<file path="src/rtl/wp_pkg.sv">
package wp_pkg;
  typedef enum logic [1:0] {
    WR_NONE = 2'd0,
    WR_FILL = 2'd1,
    WR_FIX  = 2'd2
  } wr_src_e;
endpackage

</file>
<file path="src/rtl/wp_index.sv">
module wp_index #(
  parameter int SET_BITS = 6,
  parameter int TAG_BITS = 2,
  localparam int IDX_BITS = SET_BITS + TAG_BITS
) (
  input  logic [SET_BITS-1:0] set_i,
  input  logic [TAG_BITS-1:0] tag_i,
  output logic [IDX_BITS-1:0] idx_o
);
  // set in the upper bits, tag slice below it
  generate
    if (TAG_BITS > 0) begin : g_hashed
      assign idx_o = {set_i, tag_i};
    end else begin : g_plain
      assign idx_o = set_i;
    end
  endgenerate
endmodule

</file>
<file path="src/rtl/wp_table.sv">
module wp_table #(
  parameter int IDX_BITS = 8,
  parameter int WAY_BITS = 2,
  localparam int DEPTH = 1 << IDX_BITS
) (
  input  logic                clk,
  input  logic                rst,
  input  logic                rd_en,
  input  logic [IDX_BITS-1:0] rd_idx,
  input  logic                wr_en,
  input  logic [IDX_BITS-1:0] wr_idx,
  input  logic [WAY_BITS-1:0] wr_way,
  output logic                rd_valid,
  output logic [IDX_BITS-1:0] rd_idx_q,
  output logic [WAY_BITS-1:0] rd_way
);
  // plain RAM with no reset, read-first, so it maps to block RAM
  logic [WAY_BITS-1:0] mem [DEPTH];
  logic [WAY_BITS-1:0] mem_q;

  always_ff @(posedge clk) begin
    if (wr_en) mem[wr_idx] <= wr_way;
    mem_q <= mem[rd_idx];
  end

  // per-entry written flags give the reset-to-way-0 behaviour
  logic [DEPTH-1:0]    written;
  logic                written_q;
  logic                byp_q;
  logic [WAY_BITS-1:0] byp_way_q;

  always_ff @(posedge clk) begin
    if (rst) begin
      written <= '0;
    end else if (wr_en) begin
      written[wr_idx] <= 1'b1;
    end
  end

  always_ff @(posedge clk) begin
    if (rst) begin
      rd_valid  <= 1'b0;
      rd_idx_q  <= '0;
      written_q <= 1'b0;
      byp_q     <= 1'b0;
      byp_way_q <= '0;
    end else begin
      rd_valid  <= rd_en;
      rd_idx_q  <= rd_idx;
      written_q <= written[rd_idx];
      byp_q     <= wr_en && (wr_idx == rd_idx);
      byp_way_q <= wr_way;
    end
  end

  always_comb begin
    if (byp_q)          rd_way = byp_way_q;
    else if (written_q) rd_way = mem_q;
    else                rd_way = '0;
  end

  // same-cycle write is forwarded to the read
  p_forward_r9: assert property (@(posedge clk) disable iff (rst)
    (rd_en && wr_en && (rd_idx == wr_idx)) |=> (rd_way == $past(wr_way)));
endmodule

</file>
<file path="src/rtl/wp_train.sv">
module wp_train
  import wp_pkg::*;
#(
  parameter int IDX_BITS = 8,
  parameter int WAY_BITS = 2
) (
  input  logic                clk,
  input  logic                rst,
  input  logic                pred_valid,
  input  logic [WAY_BITS-1:0] pred_way,
  input  logic [IDX_BITS-1:0] pred_idx,
  input  logic                cmp_valid,
  input  logic                cmp_hit,
  input  logic [WAY_BITS-1:0] cmp_way,
  input  logic                fill_valid,
  input  logic [IDX_BITS-1:0] fill_idx,
  input  logic [WAY_BITS-1:0] fill_way,
  output logic                wr_en,
  output logic [IDX_BITS-1:0] wr_idx,
  output logic [WAY_BITS-1:0] wr_way,
  output logic                mispredict,
  output logic [WAY_BITS-1:0] fix_way
);
  logic    wrong;
  wr_src_e src;

  assign wrong = pred_valid && cmp_valid && cmp_hit && (cmp_way != pred_way);

  always_comb begin
    if (fill_valid) src = WR_FILL;
    else if (wrong) src = WR_FIX;
    else            src = WR_NONE;
  end

  always_comb begin
    wr_en  = 1'b0;
    wr_idx = pred_idx;
    wr_way = cmp_way;
    unique case (src)
      WR_FILL: begin
        wr_en  = 1'b1;
        wr_idx = fill_idx;
        wr_way = fill_way;
      end
      WR_FIX:  wr_en = 1'b1;
      default: wr_en = 1'b0;
    endcase
  end

  always_ff @(posedge clk) begin
    if (rst) begin
      mispredict <= 1'b0;
      fix_way    <= '0;
    end else begin
      mispredict <= wrong;
      fix_way    <= cmp_way;
    end
  end

  // a flagged guess always names a way other than the one guessed
  p_fix_differs_r4: assert property (@(posedge clk) disable iff (rst)
    mispredict |-> (fix_way != $past(pred_way)));
  // a miss never flags a wrong guess
  p_miss_quiet_r5: assert property (@(posedge clk) disable iff (rst)
    (cmp_valid && !cmp_hit) |=> !mispredict);
  // a compare with no prediction is ignored
  p_orphan_cmp_r10: assert property (@(posedge clk) disable iff (rst)
    (cmp_valid && !pred_valid && !fill_valid) |-> !wr_en);
  // a fill takes the write port
  p_fill_first_r8: assert property (@(posedge clk) disable iff (rst)
    fill_valid |-> (wr_en && (wr_idx == fill_idx) && (wr_way == fill_way)));
endmodule

</file>
<file path="src/rtl/way_predictor.sv">
module way_predictor #(
  parameter int WAY_BITS = 2,
  parameter int SET_BITS = 6,
  parameter int TAG_BITS = 2,
  localparam int IDX_BITS = SET_BITS + TAG_BITS
) (
  input  logic                clk,
  input  logic                rst,
  input  logic                lk_valid,
  input  logic [SET_BITS-1:0] lk_set,
  input  logic [TAG_BITS-1:0] lk_tag,
  input  logic                cmp_valid,
  input  logic                cmp_hit,
  input  logic [WAY_BITS-1:0] cmp_way,
  input  logic                fill_valid,
  input  logic [SET_BITS-1:0] fill_set,
  input  logic [TAG_BITS-1:0] fill_tag,
  input  logic [WAY_BITS-1:0] fill_way,
  output logic                pred_valid,
  output logic [WAY_BITS-1:0] pred_way,
  output logic                mispredict,
  output logic [WAY_BITS-1:0] fix_way
);
  logic [IDX_BITS-1:0] lk_idx, fill_idx, pred_idx, wr_idx;
  logic                wr_en;
  logic [WAY_BITS-1:0] wr_way;

  wp_index #(.SET_BITS(SET_BITS), .TAG_BITS(TAG_BITS)) u_lk_index (
    .set_i(lk_set), .tag_i(lk_tag), .idx_o(lk_idx));

  wp_index #(.SET_BITS(SET_BITS), .TAG_BITS(TAG_BITS)) u_fill_index (
    .set_i(fill_set), .tag_i(fill_tag), .idx_o(fill_idx));

  wp_table #(.IDX_BITS(IDX_BITS), .WAY_BITS(WAY_BITS)) u_table (
    .clk(clk), .rst(rst),
    .rd_en(lk_valid), .rd_idx(lk_idx),
    .wr_en(wr_en), .wr_idx(wr_idx), .wr_way(wr_way),
    .rd_valid(pred_valid), .rd_idx_q(pred_idx), .rd_way(pred_way));

  wp_train #(.IDX_BITS(IDX_BITS), .WAY_BITS(WAY_BITS)) u_train (
    .clk(clk), .rst(rst),
    .pred_valid(pred_valid), .pred_way(pred_way), .pred_idx(pred_idx),
    .cmp_valid(cmp_valid), .cmp_hit(cmp_hit), .cmp_way(cmp_way),
    .fill_valid(fill_valid), .fill_idx(fill_idx), .fill_way(fill_way),
    .wr_en(wr_en), .wr_idx(wr_idx), .wr_way(wr_way),
    .mispredict(mispredict), .fix_way(fix_way));

  // a prediction only ever follows a lookup
  p_pred_timing_r2: assert property (@(posedge clk) disable iff (rst)
    pred_valid |-> $past(lk_valid));
  // a wrong-guess flag only follows a hit compare
  p_flag_source_r4: assert property (@(posedge clk) disable iff (rst)
    mispredict |-> $past(cmp_valid && cmp_hit && pred_valid));
endmodule

</file>
<file path="config.mk">
export PLATFORM = sky130hd
export DESIGN_NAME = way_predictor
export DESIGN_NICKNAME = d
export VERILOG_FILES = /design/src/rtl/wp_pkg.sv /design/src/rtl/wp_index.sv /design/src/rtl/wp_table.sv /design/src/rtl/wp_train.sv /design/src/rtl/way_predictor.sv
export SDC_FILE = /design/constraint.sdc
export NUM_CORES = 1
export LEC_CHECK = 0
export CAP_MARGIN = 15
export CORE_MARGIN = 2
export CORE_UTILIZATION = 35
export CTS_CLUSTER_SIZE = 30
export DETAILED_ROUTE_END_ITERATION = 16
export PLACE_DENSITY = 0.5
export SLEW_MARGIN = 20
export SYNTH_ARGS = -nofsm -noshare
export SYNTH_HDL_FRONTEND = slang
export SYNTH_SLANG_ARGS = --single-unit
export TNS_END_PERCENT = 100
</file>
<file path="constraint.sdc">
create_clock -name clk -period 5.65 [get_ports clk]
set_input_delay 1.13 -clock clk [delete_from_list [all_inputs] [get_ports clk]]
set_output_delay 1.13 -clock clk [all_outputs]
set_load 0.01 [all_outputs]
</file>
---- Word level (Yosys, flattened, before mapping) ----
Memory sizes are Yosys's and may differ from the RTL's. A register that Yosys moved wholly into a read port is not among the register bits.
Index checks and enable logic that the tools add are counted.
cells by class
  add/subtract/negate cells ............... 0
  $mul .................................... 0
  div/mod/pow operators ................... 0
  $lt $le $gt $ge ......................... 3
  equal/unequal tests ..................... 4
  shifts and indexed selects .............. 0
  muxes and demuxes ....................... 13
  bitwise operators ....................... 1
  reductions and logical operators ........ 6
operators by type and width
  cell                                                                                 count
  256-bit OR                                                                           1
  8-bit by 9-bit < comparator with 1-bit output, second input constant                 2
  2-bit two-way mux                                                                    5
  1-bit binary-select mux with 8-bit select                                            1
  1-bit demux with 8-bit select                                                        1
  8-bit == test                                                                        1
  8-bit by 1-bit greater-or-equal comparator with 1-bit output, second input constant  1
  8-bit two-way mux                                                                    1
  1-bit logical AND                                                                    5
  1-bit two-way mux                                                                    5
  2-bit by 1-bit == test with 1-bit output, second input constant                      1
  2-bit == test, second input constant                                                 1
  2-bit inequality test                                                                1
  2-bit OR reduction                                                                   1
word-level totals
  flip-flop bits (word level) ............. 272
  bits in latches ......................... 0
  RAM bits ................................ 512
  memory bits (read-only) ................. 0
  bits of input ports ..................... 26
  output and inout bits ................... 6
  memories kept ........................... 1
memories
  memory       depth  width  read ports  clocked after memory_dff  write ports  line            source
  u_table.mem  256    2      1           1                         1            wp_table.sv:18  logic [WAY_BITS-1:0] mem [DEPTH];

---- Longest topological paths before layout ----
Gate-level depths: netlist of run 1.
  depth in word-level cells ............... 13
  gate-level depth with buffers ........... 11
  mapped depth without buffers ............ 6

---- Modules after synthesis ----
A second synthesis of run 1 with hierarchy kept.
unflattened totals
  cells, all modules ...................... 2235
  area total of the unflattened synthesis .. 31083.6 um2
by module, submodules not included
  module    times used  cells each  area an instance (um2)
  wp_table  1           2198        30730.7
  wp_train  1           21          232.7
  wp_index  2           8           60.1

---- Worst setup path after synthesis of run 1 ----
No wires, ideal clock.
  path kind ............................... input to register
  from .................................... in fill_valid
  to ...................................... mem u_table.mem[0][0] (data pin)
  arrival ................................. 3.828 ns
  data required time ...................... 5.093 ns
  setup slack ............................. 1.265 ns
  stages .................................. 4
  buffers on the path ..................... 3
  cells stage by stage .................... buf_2 -> buf_1 -> clkbuf_1 -> mux2_2
on the way
  cells in the longest elaborated chain, start to end .. 3
ends and longest elaborated chain
  what                                      line                 source
  start, declared                           way_predictor.sv:15  input logic fill_valid,
  2-bit two-way mux                         wp_train.sv:30       if (fill_valid) src = WR_FILL;
  2-bit by 1-bit == test with 1-bit output  wp_train.sv:39       unique case (src)
  2-bit two-way mux                         wp_train.sv:39
  net u_table.wr_way[0]                     wp_table.sv:12       input logic [WAY_BITS-1:0] wr_way,
  end, declared                             wp_table.sv:18
The timed path passes the listed nets, and every way through them passes these cells.

---- Worst setup path in the final report of run 1 ----
  from .................................... in fill_valid
  to ...................................... mem u_table.mem[66][1], enable pin
on the way
  cells in the longest elaborated chain, start to end .. 6
  elaborated cells on any way between the ends .. 8
  those cells by class .................... 2 x eq/ne; 5 x mux; 1 x reduce/logical
ends and longest elaborated chain
  what                                                                              line            source
  2-bit two-way mux *                                                               wp_train.sv:30
  2-bit by 1-bit == test with 1-bit output / 2-bit == test (equally long branches)  wp_train.sv:39
  2-bit OR reduction (no line)                                                      --
  1-bit two-way mux                                                                 wp_train.sv:39
  1-bit two-way mux                                                                 wp_table.sv:22  if (wr_en) mem[wr_idx] <= wr_way;
  1-bit two-way mux (implied by the code)                                           wp_table.sv:22
Mark *: on every way between the ends. The rest lies on a longest branch, timed or not.

==> summary.txt, run 1 <==
Floorplanning
  • Die Y: 305 um
  • Starting density of the core: 0.353
  • Die Wd: 305 um
  • Die ar.: 93100 um^2
  • Rows: 110
  • IO Pins: 32
  • Core box area: 90000 um^2

STA
  • Final period util: 0.696
  • Fin worst setup slack: 1.72 ns
  • Worst-margin pin slew: 1.14 ns
  • RSZ-0062 raised after global routing: false
  • Clk_skew: 0.0139 ns
  • Final Hold Fails: 0
  • Slew margin rel.: 0.238
  • Final Slew Violations: 0
  • Period minus WS final: 3.93 ns
  • FMAX: 254 MHz
  • Final setup violation count: 0
  • Setup TNS: 0 ns

Critical path
  • Crit Path Category: in2reg
  • Reg2Reg Depth: 8
  • Top delay family on crit path: simple AND/OR/NAND/NOR gates
  • R2r endpoint: u_table.written[150]$_SDFFE_PP0N_
  • Worst Path Required: 5.90 ns
  • Buffers & Inverters on Critical Path: 1
  • Critical Path Sink Type: register
  • Worst path cell trace: clkdlybuf4s50_1 > mux2i_1 > and2_1 > nand2_1 > nor2_1
  • Worst path arrival time: 4.19 ns
  • R2R Setup Slk: 2.26 ns
  • Critical Path Start Type: input port
  • Critical R2R Launch: u_table.mem_q[1]$_DFF_P_
  • CP peak stage delay: 0.94 ns
  • Slowest-stage cell, CP: clkdlybuf4s50_1
  • Maximum fanout along the worst path: 17

Logic synthesis
  • Netlist Area Pre-Place: 31700 um^2
  • Yosys top cell area share: 0.484
  • Post-Syn Area per Cell: 13.8 um^2
  • Mapped Nets: 2332
  • Distinct cells, synth: 51
  • Ys async rst share: 0
  • Flops & latches, synth: 786
  • Ys Warns: 0
  • Synth area leader: edfxtp_1
  • Synth Instances: 2306
  • Prevailing post-synth register cell: edfxtp_1
  • Post-synthesis sequential area ratio: 0.657
  • Number of synthesized flops with an enable pin: 512
  • Synth area leaders: edfxtp_1 (48%), dfxtp_1 (17%), mux4_2 (13%)

Global route
  • Largest net degree at the start of global routing: 155
  • Vias in the first global route: 19689
  • Total track usage: 0.188
  • Global route overflow: 0
  • First-pass GRT wire length: 130000 um
  • Initial antenna violation count: 2

Clocking
  • Reg clk slew, reported paths: 0.06 ns
  • CTS Buf Count: 85
  • Max clock buf depth: 3
  • Clock root cell: clkbuf_16
  • CTS resizes: 0
  • CTS tree: done
  • Clock Sinks: 786
  • Later-pin clock latency in the skew report: 0.62 ns
  • CTS H-tree lvls: 3
  • Hold buffers post-CTS: 0
  • Postcts setup bufs: 0

Placement
  • PortBufs: 31
  • Global placement routability congestion: 0.784
  • Post-Place Cells: 3376
  • Post-DP HPWL: 52700 um
  • Setup WS pre-CTS: 1.05 ns

Layout
  • Storage element area: 20900 um^2
  • FILL cells: 8333
  • Fin cells: 3531
  • Share of layout cells above drive strength 1: 0.181
  • Area grow syn2layout: 14.1%
  • Area of the multi-input gates: 9260 um^2
  • Nets@finish: 2313

Power and ir drop
  • P_leak: 0.0109 uW
  • P per Cell Area: 336 nW/um^2
  • Worst vdd ir: 0.200 mV

Detailed routing
  • Post-DRT Antenna Nets: 0
  • Wire length per cell: 24.9 um
  • 1st-iter DRT viols: 2123
  • Via count: 19248
  • 1st-pass router iterations: 7
  • Drc violations: 0
  • Vias per std cell: 5.45
  • Post-Route WL: 87900 um

Hold path
  • Hold EP: u_table.written[148]$_SDFFE_PP0N_
  • Hold path start: u_table.written[148]$_SDFFE_PP0N_
  • Worst hold path class: reg2reg
  • Hold Path Cell Cnt: 2

Run status
  • Status: completed

Job
  • Max cap viols: 0
[where the power goes]
part           switching (uW)  leakage, uW  internal, uW
logic                     456      0.00283           219
registers                11.1      0.00681          6160
clock network            2240      0.00130          3090
total                    2710       0.0109          9470
[placed cells by master (no fill, tap or decap), drive strengths merged, types with 2 or more instances in the layout]
| cell | count |
|---|---|
| a211oi | 8 |
| a21oi | 43 |
| a22oi | 82 |
| a311oi | 2 |
| a32o | 2 |
| and2 | 3 |
| and3 | 3 |
| buf | 71 |
| bufinv | 4 |
| clkbuf | 115 |
| clkdlybuf4s50 | 28 |
| clkinv | 30 |
| clkinvlp | 5 |
| dfxtp | 274 |
| edfxtp | 512 |
| inv | 263 |
| mux2 | 2 |
| mux2i | 17 |
| mux4 | 186 |
| nand2 | 47 |
| nand2b | 9 |
| nand3 | 6 |
| nand3b | 2 |
| nand4 | 2 |
| nor2 | 268 |
| nor2b | 23 |
| nor3 | 3 |
| nor4 | 12 |
| nor4b | 3 |
| nor4bb | 2 |
| o2111ai | 3 |
| o211ai | 4 |
| o21ai | 21 |
| o22ai | 258 |
| o32ai | 4 |
| or2 | 17 |
| or3 | 2 |
| xnor2 | 7 |
[metrics by stage]
step / total power (uW) / cell area, um^2 / hold slack [ns] / utilization
6_report: 12200 / 36200 / 0.470 / 0.402
5_1_grt: 12600 / 36200 / 0.486 / 0.402
4_1_cts: 12300 / 36200 / 0.470 / 0.402
3_5_place_dp: 6980 / 33600 / 0.460 / 0.373
3_3_place_gp: 6970 / 33600 / 0.455 / 0.373
2_1_floorplan: 6710 / 31700 / 0.449 / -
[worst reg2reg max path, stage by stage (launching register included)]
cell and delay [ns]:
dfxtp_1 0.44, nand3b_1 0.15, and3_1 0.22, nor4b_2 0.71, nor4b_2 0.27, o21ai_4 0.71, buf_4 0.43, buf_4 0.24
o22ai_1 0.09
[synthesized netlist by cell type, types with 3 or more instances]
library cell  number
nor2b_1           23
nor3_1             3
xnor2_1            7
mux4_2           186
dfxtp_1          274
a22oi_1           82
inv_1            261
o22ai_1          258
o21ai_0            4
nand2_1           47
buf_2             20
o211ai_1           4
or2_2             17
a211oi_1           8
o21ai_1           17
buf_6              7
o2111ai_1          3
clkbuf_1         164
edfxtp_1         512
mux2i_1           17
o32ai_1            4
and2_1             3
and3_1             3
buf_4              9
nand2b_1           9
nor4_1            12
nor2_1           268
a21oi_1           43
buf_1              6
nand3_1            6
[worst max-delay path by stage]
| stage | cells after the start | start | end |
|---|---|---|---|
| 6_report | 5 | fill_valid | u_table.mem[66][1]$_DFFE_PP_ |
| 5_1_grt | 5 | fill_valid | u_table.mem[66][0]$_DFFE_PP_ |
| 4_1_cts | 5 | fill_valid | u_table.mem[66][1]$_DFFE_PP_ |
| 3_5_place_dp | 5 | fill_valid | u_table.mem[66][1]$_DFFE_PP_ |
| 3_3_place_gp | 5 | fill_valid | u_table.mem[66][0]$_DFFE_PP_ |
| 2_1_floorplan | 4 | fill_valid | u_table.mem[0][0]$_DFFE_PP_ |
[layout make-up]
type	count	area share
inverters	262	0.0272
well taps	1176	0.0406
clock inverters	40	0.00843
diodes	1	0.0000691
flip-flops and latches	786	0.576
repair buffers	100	0.0274
multi-input cells	1052	0.256
clock buffers	114	0.0648
[state kept, by name (all words and copies together) (netlist names), 2 cells and up]
signal,flops
u_table.mem,512
u_train.fix_way,2
u_table.mem_q,2
u_table.rd_idx_q,8
u_table.byp_way_q,2
u_table.written,256
[metal layers]
metal,wire length (um),vias up,track usage,part of all wire
li1,-,8550,-,-
met1,38400,9988,0.258,0.44
met2,42900,580,0.311,0.49
met3,4690,128,0.0300,0.053
met4,1970,2,0.0475,0.022
met5,11,-,0,0.00013
[cells by family after synthesis]
kind of cell	Yosys count	synth area share
AOI/OAI and AO/OA	435	0.0884
xor gates and xnor gates	8	0.00221
buffers and inverters	468	0.0589
DFF	786	0.657
muxes	205	0.138
and+or+nand+nor	404	0.0553
No activity file was read; power rests on OpenSTA's default activity.
==> run 2, diff against run 1 <==
==> constraint.sdc (replaced) <==
create_clock -name clk -period 3.7 [get_ports clk]
set_input_delay 0.74 -clock clk [delete_from_list [all_inputs] [get_ports clk]]
set_output_delay 0.74 -clock clk [all_outputs]
set_load 0.01 [all_outputs]
==> run 2 against run 1 <==
Compared with the run above: hold slack got worse by 0.0022 ns; critical path depth rose by 5; utilization rose by 0.81 points.
==> summary.txt, run 2 (synthesized netlist as in run 1, its figures left out) <==
Layout
  • Storage element area: 20900 um^2
  • Largest Register: u_table.mem
  • Most common cell after layout, fill and taps aside: edfxtp_1
  • Area of the multi-input gates: 9260 um^2
  • FILL cells: 8335
  • Most frequent cells in the layout: edfxtp_1 (512), dfxtp_1 (274), nor2_1 (267), inv_1 (261), o22ai_1 (258)
  • Top Registers: u_table.mem (512), u_table.written (256), u_table.rd_idx_q (8)
  • Area grow syn2layout: 16.4%
  • Nets@finish: 2379
  • Share of layout cells above drive strength 1: 0.202
  • Max reg flops: 512
  • N_diodes: 0

STA
  • RSZ-0062 raised after global routing: false
  • Final Hold Fails: 0
  • Fin Hold WS: 0.468 ns
  • Final setup violation count: 0
  • Clk_skew: 0.0267 ns
  • Final Slew Violations: 0
  • Period minus WS final: 3.12 ns
  • FMAX: 321 MHz
  • Final period util: 0.843
  • Worst-margin pin slew: 0.924 ns
  • Slew margin rel.: 0.381

Clocking
  • Later-pin clock latency in the skew report: 0.63 ns
  • Hold buffers post-CTS: 0
  • Clock root cell: clkbuf_16
  • CTS Buf Count: 82
  • Reg clk slew, reported paths: 0.06 ns
  • Clock Sinks: 786
  • Postcts setup bufs: 0
  • CTS resizes: 0
  • CTS H-tree lvls: 3
  • Max clock buf depth: 3
  • CTS tree: done

Global route
  • Initial antenna violation count: 2
  • Vias in the first global route: 20219
  • Total track usage: 0.196
  • Largest net degree at the start of global routing: 107
  • First-pass GRT wire length: 136000 um
  • Global route overflow: 0

Detailed routing
  • Post-Route WL: 91400 um
  • 1st-pass router iterations: 5
  • Wire length per cell: 25.4 um
  • Post-DRT Antenna Nets: 0
  • 1st-iter DRT viols: 1961
  • Drc violations: 0
  • Via count: 19670
  • Vias per std cell: 5.48

Job
  • Max cap viols: 0

Power and ir drop
  • Worst vdd ir: 0.293 mV
  • Total power: 18700 uW
  • P_leak: 0.0113 uW
  • P per Cell Area: 506 nW/um^2

Critical path
  • CP peak stage delay: 0.69 ns
  • Worst path cell trace: clkdlybuf4s50_1 > buf_12 > and2_1 > buf_4 > a22oi_1 > a21oi_1 > nor4_1 > buf_4 > o32a_1 > o41ai_1
  • Top delay family on crit path: buffers and inverters
  • Critical path depth in cells: 10
  • Reg2Reg Depth: 10
  • Maximum fanout along the worst path: 19
  • Worst Path Required: 4.18 ns
  • Slowest-stage cell, CP: nor4_1
  • Most frequent CP cell: buf_4
  • Critical Path Start Type: input port
  • Buffers & Inverters on Critical Path: 4
  • Critical Path Sink Type: register
  • Crit Path Category: in2reg
  • Worst path arrival time: 3.60 ns

Run status
  • Status: completed

Placement
  • Post-DP HPWL: 58100 um
  • PortBufs: 31
  • Global placement routability congestion: 0.826

Floorplanning
  • Starting density of the core: 0.353
  • IO Pins: 32
  • Core box area: 90000 um^2
  • Die Wd: 305 um
  • Rows: 110
  • Die ar.: 93100 um^2
  • Die Y: 305 um

Hold path
  • Worst hold path class: reg2reg
  • Hold Path Cell Cnt: 2
## run 2: cell count changes in the layout (fill, tap and decap cells not counted), moves of 2 or more
cell       change
clkbuf_16      -2
buf_4         +50
inv_6          +2
clkinv_2       -7
clkbuf_4       -2
clkbuf_8       +3
buf_12        +19
## run 2: final timing paths
check	slack [ns]	start	endpoint
max	0.58	lk_set[2]	u_table.written_q$_SDFF_PP0_
min	0.47	u_table.written[218]$_SDFFE_PP0N_	u_table.written[218]$_SDFFE_PP0N_
max reg2reg	0.94	u_table.byp_q$_SDFF_PP0_	u_table.written[217]$_SDFFE_PP0N_
min reg2reg	0.47	u_table.written[218]$_SDFFE_PP0N_	u_table.written[218]$_SDFFE_PP0N_
## run 2: layout make-up
| type | count | area share |
|---|---|---|
| Inverter | 262 | 0.0266 |
| Timing Repair Buffer | 169 | 0.0473 |
| Clock buffer | 112 | 0.0627 |
| Tap cell | 1176 | 0.0398 |
| Sequential cell | 786 | 0.565 |
| Multi-Input combinational cell | 1052 | 0.251 |
| Clock inverter | 35 | 0.00847 |
## run 2: power breakdown
group | internal [uW] | switching, uW | total [uW]
logic | 395 | 727 | 1120
clock network | 4730 | 3410 | 8140
registers | 9410 | 15.1 | 9420
## run 2: worst reg2reg max path, cell delays in order (launching register included)
cell and delay [ns]:
dfxtp_1 0.35, nand3b_1 0.21, and3_1 0.22, nor4b_2 0.35, buf_4 0.25, nor4bb_2 0.06, buf_4 0.19, o21ai_4 0.38
buf_4 0.27, buf_4 0.21, o22ai_1 0.10
## run 2: through the flow
stage	setup slack [ns]	cell area [um^2]	utilization	std cells	TNS, ns
after floorplan	-0.295	31700	-	2306	-151.24
after global placement	-0.00515	34300	0.381	3445	-0.00515
after detailed placement	0.0280	34300	0.381	3445	0
after CTS	0.685	37000	0.411	3592	0
after global routing	0.543	37000	0.411	3592	0
final	0.582	37000	0.411	3592	0
## run 2: layer usage
layer / GRT usage / wire length, um
met1: 0.276 / 40900
met2: 0.317 / 43400
met3: 0.0279 / 5120
met4: 0.0545 / 1980
met5: 0 / 0
